**config.mk**
```make
export PLATFORM = sky130hd
export DESIGN_NAME = hdlc_slot_gate
export DESIGN_NICKNAME = d
export VERILOG_FILES = /design/src/rtl/hsg_pkg.sv /design/src/rtl/hsg_cfg_hold.sv /design/src/rtl/hsg_slot_match.sv /design/src/rtl/hdlc_slot_gate.sv
export SDC_FILE = /design/constraint.sdc
export NUM_CORES = 1
export LEC_CHECK = 0
export BUFFER_PORTS_ARGS = -buffer_cell sky130_fd_sc_hd__buf_2
export CAP_MARGIN = 20
export CORE_MARGIN = 3
export CORE_UTILIZATION = 45
export DETAILED_ROUTE_END_ITERATION = 6
export PLACE_DENSITY = 0.77
export SKIP_CTS_REPAIR_TIMING = 1
export SLEW_MARGIN = 15
export SYNTH_ARGS = -nofsm -noshare
export SYNTH_HDL_FRONTEND = slang
export SYNTH_HIERARCHICAL = 1
export SYNTH_SLANG_ARGS = --single-unit
```
**constraint.sdc**
```tcl
create_clock -name clk_i -period 4.3 [get_ports clk_i]
set_input_delay 0.43 -clock clk_i [delete_from_list [all_inputs] [get_ports clk_i]]
set_output_delay 0.43 -clock clk_i [all_outputs]
set_load 0.01 [all_outputs]
```
**src/rtl/hsg_pkg.sv**
```systemverilog
package hsg_pkg;
  typedef enum logic [1:0] {
    FSEL_BOTH = 2'b00,
    FSEL_EVEN = 2'b01,
    FSEL_ODD  = 2'b10,
    FSEL_ANY  = 2'b11
  } fsel_e;
endpackage

```
**src/rtl/hsg_cfg_hold.sv**
```systemverilog
module hsg_cfg_hold #(
  parameter int NUM_SLOTS     = 32,
  parameter int BITS_PER_SLOT = 8,
  parameter int NUM_SINGLE    = 2,
  localparam int SLOT_W = $clog2(NUM_SLOTS),
  localparam int NUM_CH = NUM_SINGLE + 1
) (
  input  logic                                  clk_i,
  input  logic                                  rst_ni,
  input  logic                                  bit_valid_i,
  input  logic                                  frame_start_i,
  input  logic [NUM_SLOTS-1:0]                  rx_map_i,
  input  logic [NUM_SLOTS-1:0]                  tx_map_i,
  input  logic [NUM_SINGLE-1:0][SLOT_W-1:0]     sel_i,
  input  logic [BITS_PER_SLOT-1:0]              mask_i,
  input  logic [NUM_CH-1:0][1:0]                fsel_i,
  output logic [NUM_SLOTS-1:0]                  rx_map_o,
  output logic [NUM_SLOTS-1:0]                  tx_map_o,
  output logic [NUM_SINGLE-1:0][SLOT_W-1:0]     sel_o,
  output logic [BITS_PER_SLOT-1:0]              mask_o,
  output logic [NUM_CH-1:0][1:0]                fsel_o,
  output logic                                  odd_frame_o,
  output logic                                  live_o
);
  logic                              load;
  logic [NUM_SLOTS-1:0]              rx_map_q, tx_map_q;
  logic [NUM_SINGLE-1:0][SLOT_W-1:0] sel_q;
  logic [BITS_PER_SLOT-1:0]          mask_q;
  logic [NUM_CH-1:0][1:0]            fsel_q;
  logic                              par_q, synced_q;

  assign load = bit_valid_i & frame_start_i;

  always_ff @(posedge clk_i or negedge rst_ni) begin
    if (!rst_ni) begin
      rx_map_q <= '0;
      tx_map_q <= '0;
      sel_q    <= '0;
      mask_q   <= '0;
      fsel_q   <= '0;
      par_q    <= 1'b1;  // first frame start flips to even
      synced_q <= 1'b0;
    end else if (load) begin
      rx_map_q <= rx_map_i;
      tx_map_q <= tx_map_i;
      sel_q    <= sel_i;
      mask_q   <= mask_i;
      fsel_q   <= fsel_i;
      par_q    <= ~par_q;
      synced_q <= 1'b1;
    end
  end

  // frame-start bit already uses the new settings
  always_comb begin
    if (load) begin
      rx_map_o    = rx_map_i;
      tx_map_o    = tx_map_i;
      sel_o       = sel_i;
      mask_o      = mask_i;
      fsel_o      = fsel_i;
      odd_frame_o = ~par_q;
    end else begin
      rx_map_o    = rx_map_q;
      tx_map_o    = tx_map_q;
      sel_o       = sel_q;
      mask_o      = mask_q;
      fsel_o      = fsel_q;
      odd_frame_o = par_q;
    end
  end

  assign live_o = synced_q | load;
endmodule

```
**src/rtl/hsg_slot_match.sv**
```systemverilog
module hsg_slot_match #(
  parameter int NUM_SLOTS  = 32,
  parameter int NUM_SINGLE = 2,
  localparam int SLOT_W = $clog2(NUM_SLOTS),
  localparam int NUM_CH = NUM_SINGLE + 1
) (
  input  logic [SLOT_W-1:0]                 slot_i,
  input  logic [NUM_SLOTS-1:0]              rx_map_i,
  input  logic [NUM_SLOTS-1:0]              tx_map_i,
  input  logic [NUM_SINGLE-1:0][SLOT_W-1:0] sel_i,
  output logic [NUM_CH-1:0]                 rx_hit_o,
  output logic [NUM_CH-1:0]                 tx_hit_o
);
  logic [SLOT_W-1:0] rev_idx;

  // map is MSB-first: slot 0 at the top bit
  assign rev_idx = SLOT_W'(NUM_SLOTS - 1) - slot_i;

  for (genvar c = 0; c < NUM_CH; c++) begin : g_ch
    if (c == 0) begin : g_map
      assign rx_hit_o[c] = rx_map_i[rev_idx];
      assign tx_hit_o[c] = tx_map_i[rev_idx];
    end else begin : g_single
      logic hit;
      assign hit         = (sel_i[c-1] != '0) && (sel_i[c-1] == slot_i);
      assign rx_hit_o[c] = hit;
      assign tx_hit_o[c] = hit;
    end
  end
endmodule

```
**src/rtl/hdlc_slot_gate.sv**
```systemverilog
module hdlc_slot_gate
  import hsg_pkg::*;
#(
  parameter int NUM_SLOTS     = 32,
  parameter int BITS_PER_SLOT = 8,
  parameter int NUM_SINGLE    = 2,
  localparam int SLOT_W = $clog2(NUM_SLOTS),
  localparam int BIT_W  = $clog2(BITS_PER_SLOT),
  localparam int NUM_CH = NUM_SINGLE + 1
) (
  input  logic                              clk_i,
  input  logic                              rst_ni,
  input  logic                              bit_valid_i,
  input  logic                              frame_start_i,
  input  logic [SLOT_W-1:0]                 slot_i,
  input  logic [BIT_W-1:0]                  bit_idx_i,
  input  logic [NUM_SLOTS-1:0]              ch1_rx_map_i,
  input  logic [NUM_SLOTS-1:0]              ch1_tx_map_i,
  input  logic [NUM_SINGLE-1:0][SLOT_W-1:0] slot_sel_i,
  input  logic [BITS_PER_SLOT-1:0]          bit_mask_i,
  input  logic [NUM_CH-1:0][1:0]            frame_sel_i,
  output logic [NUM_CH-1:0]                 rx_en_o,
  output logic [NUM_CH-1:0]                 tx_en_o
);
  logic [NUM_SLOTS-1:0]              rx_map_a, tx_map_a;
  logic [NUM_SINGLE-1:0][SLOT_W-1:0] sel_a;
  logic [BITS_PER_SLOT-1:0]          mask_a;
  logic [NUM_CH-1:0][1:0]            fsel_a;
  logic                              odd_frame, live;
  logic [NUM_CH-1:0]                 rx_hit, tx_hit, frame_ok;
  logic                              bit_ok;

  hsg_cfg_hold #(
    .NUM_SLOTS(NUM_SLOTS), .BITS_PER_SLOT(BITS_PER_SLOT), .NUM_SINGLE(NUM_SINGLE)
  ) u_cfg (
    .clk_i        (clk_i),
    .rst_ni       (rst_ni),
    .bit_valid_i  (bit_valid_i),
    .frame_start_i(frame_start_i),
    .rx_map_i     (ch1_rx_map_i),
    .tx_map_i     (ch1_tx_map_i),
    .sel_i        (slot_sel_i),
    .mask_i       (bit_mask_i),
    .fsel_i       (frame_sel_i),
    .rx_map_o     (rx_map_a),
    .tx_map_o     (tx_map_a),
    .sel_o        (sel_a),
    .mask_o       (mask_a),
    .fsel_o       (fsel_a),
    .odd_frame_o  (odd_frame),
    .live_o       (live)
  );

  hsg_slot_match #(
    .NUM_SLOTS(NUM_SLOTS), .NUM_SINGLE(NUM_SINGLE)
  ) u_match (
    .slot_i  (slot_i),
    .rx_map_i(rx_map_a),
    .tx_map_i(tx_map_a),
    .sel_i   (sel_a),
    .rx_hit_o(rx_hit),
    .tx_hit_o(tx_hit)
  );

  assign bit_ok = mask_a[bit_idx_i];

  for (genvar c = 0; c < NUM_CH; c++) begin : g_frame
    always_comb begin
      unique case (fsel_a[c])
        FSEL_EVEN: frame_ok[c] = ~odd_frame;
        FSEL_ODD:  frame_ok[c] = odd_frame;
        default:   frame_ok[c] = 1'b1;
      endcase
    end
    assign rx_en_o[c] = bit_valid_i & live & bit_ok & frame_ok[c] & rx_hit[c];
    assign tx_en_o[c] = bit_valid_i & live & bit_ok & frame_ok[c] & tx_hit[c];
  end
endmodule

```
-- Yosys cells after proc, flatten, opt, wreduce, memory -nomap -nowiden
Cells that the tools add are included.
- input port bits: 100
- output and inout bits: 6
- flip-flop bits (word level): 90
- word-level logic and storage cells: 53
- eq/ne operators: 8
- add/subtract/negate cells: 1
- mux-type cells: 15
- reduce and logical (&&, ||, !) cells: 4
- bitwise gates (word level): 13
- magnitude comparators: 2
- operators with widths (kind ; count):
    $mux W32 ; 2
    $and A1 B1 Y1 ; 10
    $bmux W1 S5 ; 2
    $eq A5 B5 Y1 ; 2
    $mux W10 ; 1
    $reduce_bool A5 Y1 ; 2
    $mux W8 ; 1
    $eq A2 B1 Y1 const B ; 3
    $eq A2 B2 Y1 const B ; 3
    $lt A5 B6 Y1 const B ; 1
    $mux W6 ; 1
    $pmux W1 S2 ; 3
    $sub A5 B5 Y5 const A ; 1
    $lt A3 B4 Y1 const B ; 1
    $mux W1 ; 4
    $bmux W1 S3 ; 1
    $logic_and A1 B1 Y1 ; 2
    $not A1 Y1 ; 2
    $or A1 B1 Y1 ; 1

-- Logic depth before layout (Yosys ltp)
Gate-level depths: netlist of the first run.
- word-level depth: 7
- mapped depth: 10
- depth with buffers taken out: 8

-- Hierarchy
The synthesis of the first run kept the hierarchy.
- by module, submodules not included (module ; cells an instance ; area an instance (um2) ; times used ; sequential area each (um2)):
    hsg_cfg_hold ; 191 ; 3402.0 ; 1 ; 2253.4
    hsg_slot_match ; 77 ; 745.7 ; 1 ; 0.0
    hdlc_slot_gate ; 39 ; 281.5 ; 1 ; 0.0

-- Worst setup path after synthesis of the first run
Ideal clock, no wire load.
- kind: in2out
- start point: in bit_valid_i
- end point: out rx_en_o[0]
- stages on the path: 9
- data arrival time: 2.097 ns
- data required time: 3.870 ns
- path slack: 1.773 ns
- buffers on the path: 1
- cells stage by stage: nand2_4 clkbuf_8 mux2_2 mux4_2 and3_4 nor4_2 a31oi_1 o21ai_0 nor3_1
- elaborated cells on any way between the ends: 18
- classes of those cells: eq/ne (2); mux (9); bitwise (7)
- RTL lines (item ; line ; RTL):
    start, declared ; hdlc_slot_gate.sv:13 ; input logic bit_valid_i,
    $and A1 B1 Y1 ; hsg_cfg_hold.sv:32 ; assign load = bit_valid_i & frame_start_i;
    $mux W32 ; hsg_cfg_hold.sv:56 ; if (load) begin
    named net rx_map_a[16] ; hdlc_slot_gate.sv:25 ; logic [NUM_SLOTS-1:0] rx_map_a, tx_map_a;
    $bmux W1 S5 ; hsg_slot_match.sv:21 ; assign rx_hit_o[c] = rx_map_i[rev_idx];
    $mux W1 (implied by the code) ; hsg_slot_match.sv:21 ;
    named net rx_hit[0] ; hdlc_slot_gate.sv:30 ; logic [NUM_CH-1:0] rx_hit, tx_hit, frame_ok;
    $and A1 B1 Y1 ; hdlc_slot_gate.sv:75 ; assign rx_en_o[c] = bit_valid_i & live & bit_ok & frame_ok[c] & rx_hit[c];
    end, declared ; hdlc_slot_gate.sv:22 ; output logic [NUM_CH-1:0] rx_en_o,
The timed path passes the listed nets, and every way through them passes these cells. The select of a mux whose other input is x is not followed.

-- Worst setup path in the final report of the first run
Same ends and word-level chain as after synthesis.

==> qor.txt, run 1 <==
Critical path capture point type: output port
Yosys warning count: 6
CP Max Fanout: 70
Setup CP Type: input port to output port
First-pass GRT wire length: 14.7 mm
Crit-path leading delay family: simple AND/OR/NAND/NOR gates
TritonCTS buffer count: 9
Clk buf depth: 2
Worst Tran Pin Value: 0.889 ns
Effective utilization at floorplan: 47.0%
Seq/Total Area, Yosys: 50.9%
Pwr Total: 2.03 mW
Antenna Nets Post-Route: 0
Final hold violation count: 0
Mapped cell area: 4430 sq um
Final Skew: 0 ns
Post-synthesis adder-cell area fraction: 1.69%
Top cells by area, synth: dfrtp_1 50%, mux2_2 23%, mux4_2 4.6%
WP buf/inv: 2
Startpoint types: input port
Multi-input gate area: 1930 sq um
CTS Root Cell: clkbuf_8
GRT Total Usage: 16.7%
CP Cell Sequence: buf_2 -> nand2_4 -> mux2_2 -> mux4_2 -> and3_4 -> nor4_2 -> a31oi_1 -> o21ai_0 -> nor3_1 -> buf_2
Vias: 2,791
Gp weighted congestion: 0.751
Sequential power share: 49.3%
Mean Syn Cell Area: 14.4 sq um
Total grt overflow: 0
Row count: 35
Async SR Flop Fraction: 100%
Clock tree sinks: 90
Vias per inst: 5.21
Logic gate share of total power: 20.7%
H-tree lvl count: 3
Sw frac: 25.0%
Pwr dens: 397 nW/um^2
CTS tree: yes
Die area: 11,100 sq um
Clk network pwr share: 30.0%
Largest net degree at the start of global routing: 91
Sequential standard cell area: 2250 sq um
CP max stage cell: nand2_4
Ports: 106
Xor and xnor fraction of the mapped netlist area: 1.78%
Chip width: 105 um
Final worst hold slack: 0.131 ns
Mux cell area share after synthesis: 32.1%
Fmax: 0.296 GHz
Post-synth EDFFs: 0
Tightest Hold Check Type: input port to asynchronous set/reset pin
Pleak: 2.32 nW
Core ar.: 9420 sq um
Minimum clock period: 3.38 ns
Setup TNS: 0 ns
Total iterations of the first detailed-routing run: 5
Max-cap violation count: 0
Syn nets: 413
Status: completed
Area Overhead vs Synth: 15.8%
Worst-skew pair later-pin latency: 0.34 ns
Complex-gate fraction of the synthesized area: 3.56%
Slew Limit Fails: 0
Nets: 509
FILL cells: 811
Drt initial violations: 94
Synth area leader: dfrtp_1
Ratio of cells with drive above 1 in the final layout: 55.3%
Synthesized instance count: 307
CP required: 3.87 ns
Drt wl/cell: 16.8 um
Initial antenna violation count: 1
# port buffers: 105
Slowest stage delay, CP: 0.61 ns
Tcrit/Tclk final: 78.5%
Peak supply drop: 212 uV
Critical Path AT: 2.95 ns
Reg clk slew, reported paths: 0.09 ns
NetSw: 0.508 mW
Antenna Cells: 0
Main combinational cell family by area after synthesis: multiplexers
Synth Area in Simple Gates: 4.55%
Relative slew slack: 40.7%
Synth Flop Type: dfrtp_1
Dpl hpwl: 6.57 mm
Post-Route WL: 8.99 mm
Top cell type's share of synthesized area: 50.3%
#FFs+latches synth: 90
Final core utilization: 54.5%
Vias in the first global route: 3,039
Die Y-Extent: 105 um
Cell internal pwr: 1.53 mW
Most used cell, CP: buf_2
DR DRC count: 0
Final count of negative-setup-slack endpoints: 0
RSZ-0062 raised after global routing: false
Post-synth cell types: 41
## Yosys cell counts (all sizes together) (2+ instances only)
cell    count
nor2        4
buf         9
mux4       11
mux2       91
a31oi       3
inv         7
xnor2       9
nand3b      2
o22ai       2
mux2i      14
a21oi       2
nand2       5
a22oi       2
nor3        7
nand4       2
ha          6
a311oi      2
clkbuf     13
nor4        2
nor2b       4
a22o        2
o21ai       8
dfrtp      89
## flip-flops by register name, indices dropped and copies added, names as in the netlist
register,cells
u_cfg/rx_map_q,32
u_cfg/tx_map_q,32
u_cfg/sel_q,10
u_cfg/mask_q,8
u_cfg/fsel_q,6
u_cfg/par_q,1
u_cfg/synced_q,1
## path summary, 6_finish.rpt
path                                  start                  to  slack, ns  depth (start not counted)
max                             bit_valid_i          rx_en_o[0]       0.92                         10
min                                  rst_ni     u_cfg/mask_q[1]       0.13                          1
max reg2reg                     u_cfg/par_q         u_cfg/par_q       3.39                          1
min reg2reg                  u_cfg/synced_q      u_cfg/synced_q       0.46                          1
max in group asynchronous            rst_ni   u_cfg/rx_map_q[7]       3.58                          1
min in group clk_i         ch1_tx_map_i[24]  u_cfg/tx_map_q[24]       0.33                          2
## logic make-up after synthesis
family / after synthesis
multiplexers: 116
flip-flops: 90
AND/OR/NAND/NOR: 33
buffers and inverters: 29
AO/OA/AOI/OAI: 24
XOR/XNOR: 9
adder cells (fa/ha/maj): 6
## layout by cell type (no fill, tap or decap), types with 2 or more instances in the layout
cell and count:
a21oi_1 2, a22o_1 2, a22oi_1 2, a311oi_1 2, a31oi_1 3, buf_2 104
buf_4 2, bufinv_16 2, clkbuf_8 9, clkinvlp_4 2, dfrtp_1 89, ha_1 6
inv_1 7, mux2_2 91, mux2i_1 14, mux4_1 2, mux4_2 9, nand2_1 4
nand3b_1 2, nand4_1 2, nor2_1 4, nor2b_1 4, nor3_1 7, o21ai_0 8
o22ai_1 2, xnor2_1 9
## layer usage
metal / wire length [um] / vias up / part of all wire, % / global-route usage (%)
li1: - / 1305 / - / -
met1: 3930 / 1379 / 44 / 21.0
met2: 4220 / 92 / 47 / 26.8
met3: 730 / 13 / 8.1 / 6.49
met4: 106 / 2 / 1.2 / 4.87
met5: 13 / - / 0.14 / 0
## layout make-up
type | count | area share (%)
tap | 129 | 3.15
clock inverter | 5 | 1.56
clock buffer | 10 | 2.49
inverter | 7 | 0.512
multi-input combinational | 188 | 37.7
timing repair buffer | 107 | 10.7
sequential | 90 | 43.9
## per-stage QoR
stage,instance area [sq um],setup WS (ns),instances
global placement,4920,0.952,521
floorplan,4430,1.77,307
finish,5130,0.924,536
global route,5130,0.707,536
CTS,5120,0.901,536
detailed placement,4920,0.893,521
## power groups by stage
stage | Sequential (mW) | Clock, mW | Combinational (mW)
6_report | 1.00 | 0.609 | 0.421
3_3_place_gp | 1.02 | 0 | 0.410
3_5_place_dp | 1.02 | 0 | 0.426
5_1_grt | 1.02 | 0.667 | 0.468
2_1_floorplan | 1.01 | 0 | 0.313
4_1_cts | 1.00 | 0.627 | 0.427
Note: power is estimated with default switching activity, not from simulation.
==> run 2, diff against run 1 <==
Clock period 4.3 ns to 3.4 ns, I/O delays scaled along.
==> qor.txt, run 2 (same netlist as run 1, synthesis figures left out) <==
Status: completed
First-pass GRT wire length: 14.9 mm (+1.6%)
Final Skew: 0 ns (unchanged)
Setup CP Type: input port to output port
CP Max Fanout: 47 (-33%)
Initial antenna violation count: 0 (-1)
Logic gate share of total power: 21.3% (+0.6 points)
Number of cells on the worst reg-to-reg path: 1 (unchanged)
Cell internal pwr: 1.86 mW (+22%)
CP Cell Sequence: buf_2 -> nand2_4 -> buf_4 -> mux2_2 -> mux4_2 -> a31oi_1 -> a31oi_1 -> o21ai_0 -> nor3_1 -> buf_2
Ratio of cells with drive above 1 in the final layout: 55.6% (+0.33 points)
Minimum clock period: 3.06 ns
Total grt overflow: 0 (unchanged)
Final hold violation count: 0 (unchanged)
Slew Limit Fails: 0 (unchanged)
RSZ-0062 raised after global routing: false
CTS tree: yes
Gp weighted congestion: 0.776 (+3.3%)
GRT Total Usage: 17.2% (+0.46 points)
Peak supply drop: 253 uV (+20%)
Die Y-Extent: 105 um (unchanged)
Critical path capture point type: output port
Sequential power share: 50.1% (+0.8 points)
TritonCTS buffer count: 9 (unchanged)
Final worst hold slack: 0.0442 ns (-0.0871 ns)
Critical Path AT: 2.72 ns (-0.23 ns)
Die area: 11,100 sq um (unchanged)
Tcrit/Tclk final: 90.0%
Antenna Cells: 0 (unchanged)
Tightest Hold Check Type: input port to asynchronous set/reset pin
NetSw: 0.674 mW (+33%)
# port buffers: 105 (unchanged)
Vias in the first global route: 3,053 (+0.46%)
Vias: 2,818 (+0.97%)
Worst Tran Pin Value: 0.809 ns (-0.0796 ns)
Max-cap violation count: 0 (unchanged)
Pwr Total: 2.54 mW (+25%)
Slowest stage delay, CP: 0.45 ns (-0.16 ns)
CTS Root Cell: clkbuf_8
Largest regs: u_cfg/rx_map_q x32, u_cfg/tx_map_q x32, u_cfg/sel_q x10
DR DRC count: 0 (unchanged)
Most frequent cells in the layout: 104 x buf_2, 91 x mux2_2, 89 x dfrtp_1, 14 x mux2i_1
Drt wl/cell: 17.2 um (+2.3%)
Effective utilization at floorplan: 47.0% (unchanged)
Worst-skew pair later-pin latency: 0.35 ns (about the same)
Total iterations of the first detailed-routing run: 4 (-1)
Chip width: 105 um (unchanged)
Core ar.: 9420 sq um (unchanged)
Nets: 511 (+0.39%)
Reg clk slew, reported paths: 0.09 ns (about the same)
CP max stage cell: mux4_2
Antenna Nets Post-Route: 0 (unchanged)
Post-Route WL: 9.25 mm (+2.8%)
Vias per inst: 5.23 (+0.41%)
Pleak: 2.32 nW (about the same)
Clock tree sinks: 90 (unchanged)
Commonest non-fill, non-tap cell in the layout: buf_2
Final count of negative-setup-slack endpoints: 0 (unchanged)
H-tree lvl count: 3 (unchanged)
CP required: 3.06 ns (-0.81 ns)
Area Overhead vs Synth: 15.8% (about the same)
Worst R2R Start: u_cfg/par_q
Largest net degree at the start of global routing: 91 (unchanged)
Sw frac: 26.6% (+1.6 points)
Clk buf depth: 2 (unchanged)
Reg2Reg Capture Point: u_cfg/par_q
DP Worst Slack: 0.322 ns (-0.571 ns)
FILL cells: 827 (+2.0%)
Setup TNS: 0 ns (unchanged)
Setup slack, reg-to-reg: 2.45 ns (-0.94 ns)
Clk network pwr share: 28.6% (-1.4 points)
Ports: 106 (unchanged)
Row count: 35 (unchanged)
Fmax: 0.327 GHz
Post-route setup slack: 0.338 ns (-0.585 ns)
Dpl hpwl: 6.79 mm (+3.3%)
Relative slew slack: 46.0% (+5.3 points)
Startpoint types: input port
Drt initial violations: 101 (+7.4%)
Pwr dens: 494 nW/um^2 (+25%)
run 2: cell count changes in the layout (fill, tap and decap cells not counted):
| cell | delta |
|---|---|
| buf_4 | +2 |
| bufinv_16 | -1 |
| clkinvlp_4 | +1 |
| inv_6 | +1 |
run 2: critical path, delay by kind of cell:
family	cells	cell delay (ns)
multiplexers	2	0.82
buffers and inverters	3	0.58
AND/OR/NAND/NOR	2	0.50
AO/OA/AOI/OAI	3	0.43
run 2: power by group through the flow:
stage / Clock (mW) / Sequential, mW / Combinational, mW
floorplan: 0 / 1.28 / 0.396
global placement: 0 / 1.28 / 0.521
detailed placement: 0 / 1.29 / 0.545
CTS: 0.745 / 1.27 / 0.547
global route: 0.787 / 1.29 / 0.595
finish: 0.726 / 1.27 / 0.540
run 2: worst max-delay path by stage:
stage,from,endpoint,slack (ns),cells past startpoint
3_5_place_dp,bit_valid_i,rx_en_o[0],0.32,10
3_3_place_gp,bit_valid_i,rx_en_o[0],0.36,10
4_1_cts,bit_valid_i,rx_en_o[0],0.33,10
2_1_floorplan,bit_valid_i,rx_en_o[0],1.05,9
5_1_grt,bit_valid_i,rx_en_o[0],0.12,10
6_report,bit_valid_i,rx_en_o[0],0.34,10
run 2: layout make-up:
type	instances	area, sq um	area share, %
Multi-Input combinational cell	188	1930	37.7
Inverter	7	26.3	0.512
Timing Repair Buffer	109	562	11.0
Sequential cell	90	2250	43.9
Clock buffer	10	128	2.49
Tap cell	129	161	3.15
Clock inverter	6	66.3	1.29
run 2: per-layer routing:
layer | vias to the layer above | track usage, % | wire (um)
li1 | 1304 | - | -
met1 | 1417 | 23.0 | 4200
met2 | 89 | 27.5 | 4400
met3 | 8 | 4.41 | 557
met4 | 0 | 5.44 | 91
met5 | - | 0 | 0
run 2: per-stage QoR:
stage / cell area, sq um / std cells / util [%]
after floorplan: 4430 / 307 / -
after global placement: 4930 / 523 / 52.4
after detailed placement: 4930 / 523 / 52.4
after CTS: 5130 / 539 / 54.4
after global routing: 5130 / 539 / 54.5
final: 5130 / 539 / 54.5
==> run 3, diff against run 2 <==
Settings changed: CELL_PAD_IN_SITES_DETAIL_PLACEMENT set to 1, CELL_PAD_IN_SITES_GLOBAL_PLACEMENT set to 2, CORE_UTILIZATION 45 to 36, PLACE_DENSITY 0.77 to 0.87, REMOVE_ABC_BUFFERS set to 1.
==> qor.txt, run 3 (same netlist as run 1, synthesis figures left out) <==
Status: completed
Worst-skew pair later-pin latency: 0.33 ns (-0.02 ns)
Peak supply drop: 306 uV (+21%)
Post-Route WL: 10.2 mm (+10%)
Setup slack, reg-to-reg: 2.52 ns (+0.07 ns)
Critical path capture point type: output port
Number of cells on the worst reg-to-reg path: 1 (unchanged)
Vias per inst: 5.03 (-3.7%)
Gp weighted congestion: 0.745 (-3.9%)
Vias: 2,783 (-1.2%)
Row count: 39 (+11%)
Clk network pwr share: 37.7% (+9.1 points)
Initial antenna violation count: 0 (unchanged)
Core ar.: 11,700 sq um (+24%)
Worst Tran Pin Value: 0.805 ns (-0.00419 ns)
Cell internal pwr: 2.21 mW (+19%)
First-pass GRT wire length: 16.1 mm (+7.7%)
Relative slew slack: 46.3% (+0.28 points)
Clk buf depth: 2 (unchanged)
Ratio of cells with drive above 1 in the final layout: 55.9% (+0.24 points)
# port buffers: 105 (unchanged)
Worst R2R Start: u_cfg/par_q
Max-cap violation count: 0 (unchanged)
Area Overhead vs Synth: 19.7%
Slew Limit Fails: 0 (unchanged)
Effective utilization at floorplan: 37.8% (-9.2 points)
Vias in the first global route: 3,106 (+1.7%)
H-tree lvl count: 3 (unchanged)
Tightest Hold Check Type: input port to asynchronous set/reset pin
Clock tree sinks: 90 (unchanged)
Chip width: 117 um (+11%)
Antenna Cells: 0 (unchanged)
Final hold violation count: 0 (unchanged)
Largest net degree at the start of global routing: 91 (unchanged)
Drt wl/cell: 18.4 um (+7.4%)
Logic gate share of total power: 18.6% (-2.7 points)
Largest regs: u_cfg/rx_map_q x32, u_cfg/tx_map_q x32, u_cfg/sel_q x10
DR DRC count: 0 (unchanged)
Setup CP Type: input port to output port
CP Max Fanout: 46 (-2.1%)
Nets: 511 (unchanged)
Minimum clock period: 3.06 ns (-0.00151 ns)
Commonest non-fill, non-tap cell in the layout: buf_2
Reg clk slew, reported paths: 0.07 ns (-0.02 ns)
Setup TNS: 0 ns (unchanged)
Pwr Total: 2.92 mW (+15%)
Startpoint types: input port
Sequential power share: 43.6% (-6.5 points)
Tcrit/Tclk final: 90.0% (about the same)
CTS Root Cell: clkbuf_16
Sw frac: 24.2% (-2.4 points)
Pwr dens: 550 nW/um^2 (+11%)
NetSw: 0.705 mW (+4.6%)
Total iterations of the first detailed-routing run: 4 (unchanged)
GRT Total Usage: 15.6% (-1.6 points)
Reg2Reg Capture Point: u_cfg/par_q
CTS tree: yes
Total grt overflow: 0 (unchanged)
RSZ-0062 raised after global routing: false
FILL cells: 1,249 (+51%)
Dpl hpwl: 7.41 mm (+9.1%)
Final count of negative-setup-slack endpoints: 0 (unchanged)
Die area: 13,700 sq um (+23%)
TritonCTS buffer count: 9 (unchanged)
Most frequent cells in the layout: 104 x buf_2, 91 x mux2_2, 89 x dfrtp_1, 14 x mux2i_1
Fmax: 0.327 GHz (about the same)
CP Launch Point: bit_valid_i
Ports: 106 (unchanged)
Drt initial violations: 100 (-0.99%)
CP required: 3.06 ns (about the same)
Die Y-Extent: 117 um (+11%)
Final Skew: 0 ns (unchanged)
Critical Path AT: 2.72 ns (about the same)
Pleak: 2.40 nW (+3.4%)
Antenna Nets Post-Route: 0 (unchanged)
==> run 3: worst max-delay path, stage by stage <==
cell,delay [ns]
buf_2,0.12
nand2_4,0.36
buf_12,0.32
mux2_2,0.38
mux4_2,0.49
a31oi_1,0.24
a31oi_1,0.14
o21ai_0,0.10
nor3_1,0.06
buf_2,0.15
==> run 3: final cells by class <==
class / instances / area, sq um / area share, %
inverter: 7 / 26.3 / 0.495
clock inverter: 5 / 85.1 / 1.60
tap: 143 / 179 / 3.37
timing repair buffer: 109 / 574 / 10.8
sequential: 90 / 2250 / 42.5
clock buffer: 11 / 253 / 4.77
multi-input combinational: 188 / 1930 / 36.4
==> run 3: stage by stage <==
| step | util, % | hold WS, ns | cells | cell area [sq um] | worst slack (ns) |
|---|---|---|---|---|---|
| floorplan | - | 0.0444 | 285 | 4210 | 0.648 |
| global placement | 42.4 | 0.441 | 537 | 4960 | 0.354 |
| detailed placement | 42.4 | 0.447 | 537 | 4960 | 0.309 |
| CTS | 45.3 | 0.240 | 553 | 5300 | 0.306 |
| global route | 45.3 | 0.154 | 553 | 5300 | 0.136 |
| finish | 45.3 | 0.0903 | 553 | 5300 | 0.340 |
==> run 3: worst max-delay path by stage <==
stage                     slack, ns         end  cells after the start
after floorplan                0.65  rx_en_o[0]                      8
after global placement         0.35  rx_en_o[0]                     10
after detailed placement       0.31  rx_en_o[0]                     10
after CTS                      0.31  rx_en_o[0]                     10
after global routing           0.14  rx_en_o[0]                     10
final                          0.34  rx_en_o[0]                     10
==> run 3: routing by layer <==
metal	vias up	wire, um	GRT usage (%)
li1	1311	-	-
met1	1397	4680	20.7
met2	66	4960	26.0
met3	9	419	2.62
met4	0	131	5.05
met5	-	0	0
==> run 3: power by group through the flow <==
stage               Clock, mW  Sequential, mW  Combinational, mW
CTS                      1.13            1.27              0.554
detailed placement          0            1.29              0.551
finish                   1.10            1.27              0.543
global placement            0            1.28              0.528
global route             1.18            1.29              0.607
floorplan                   0            1.28              0.361
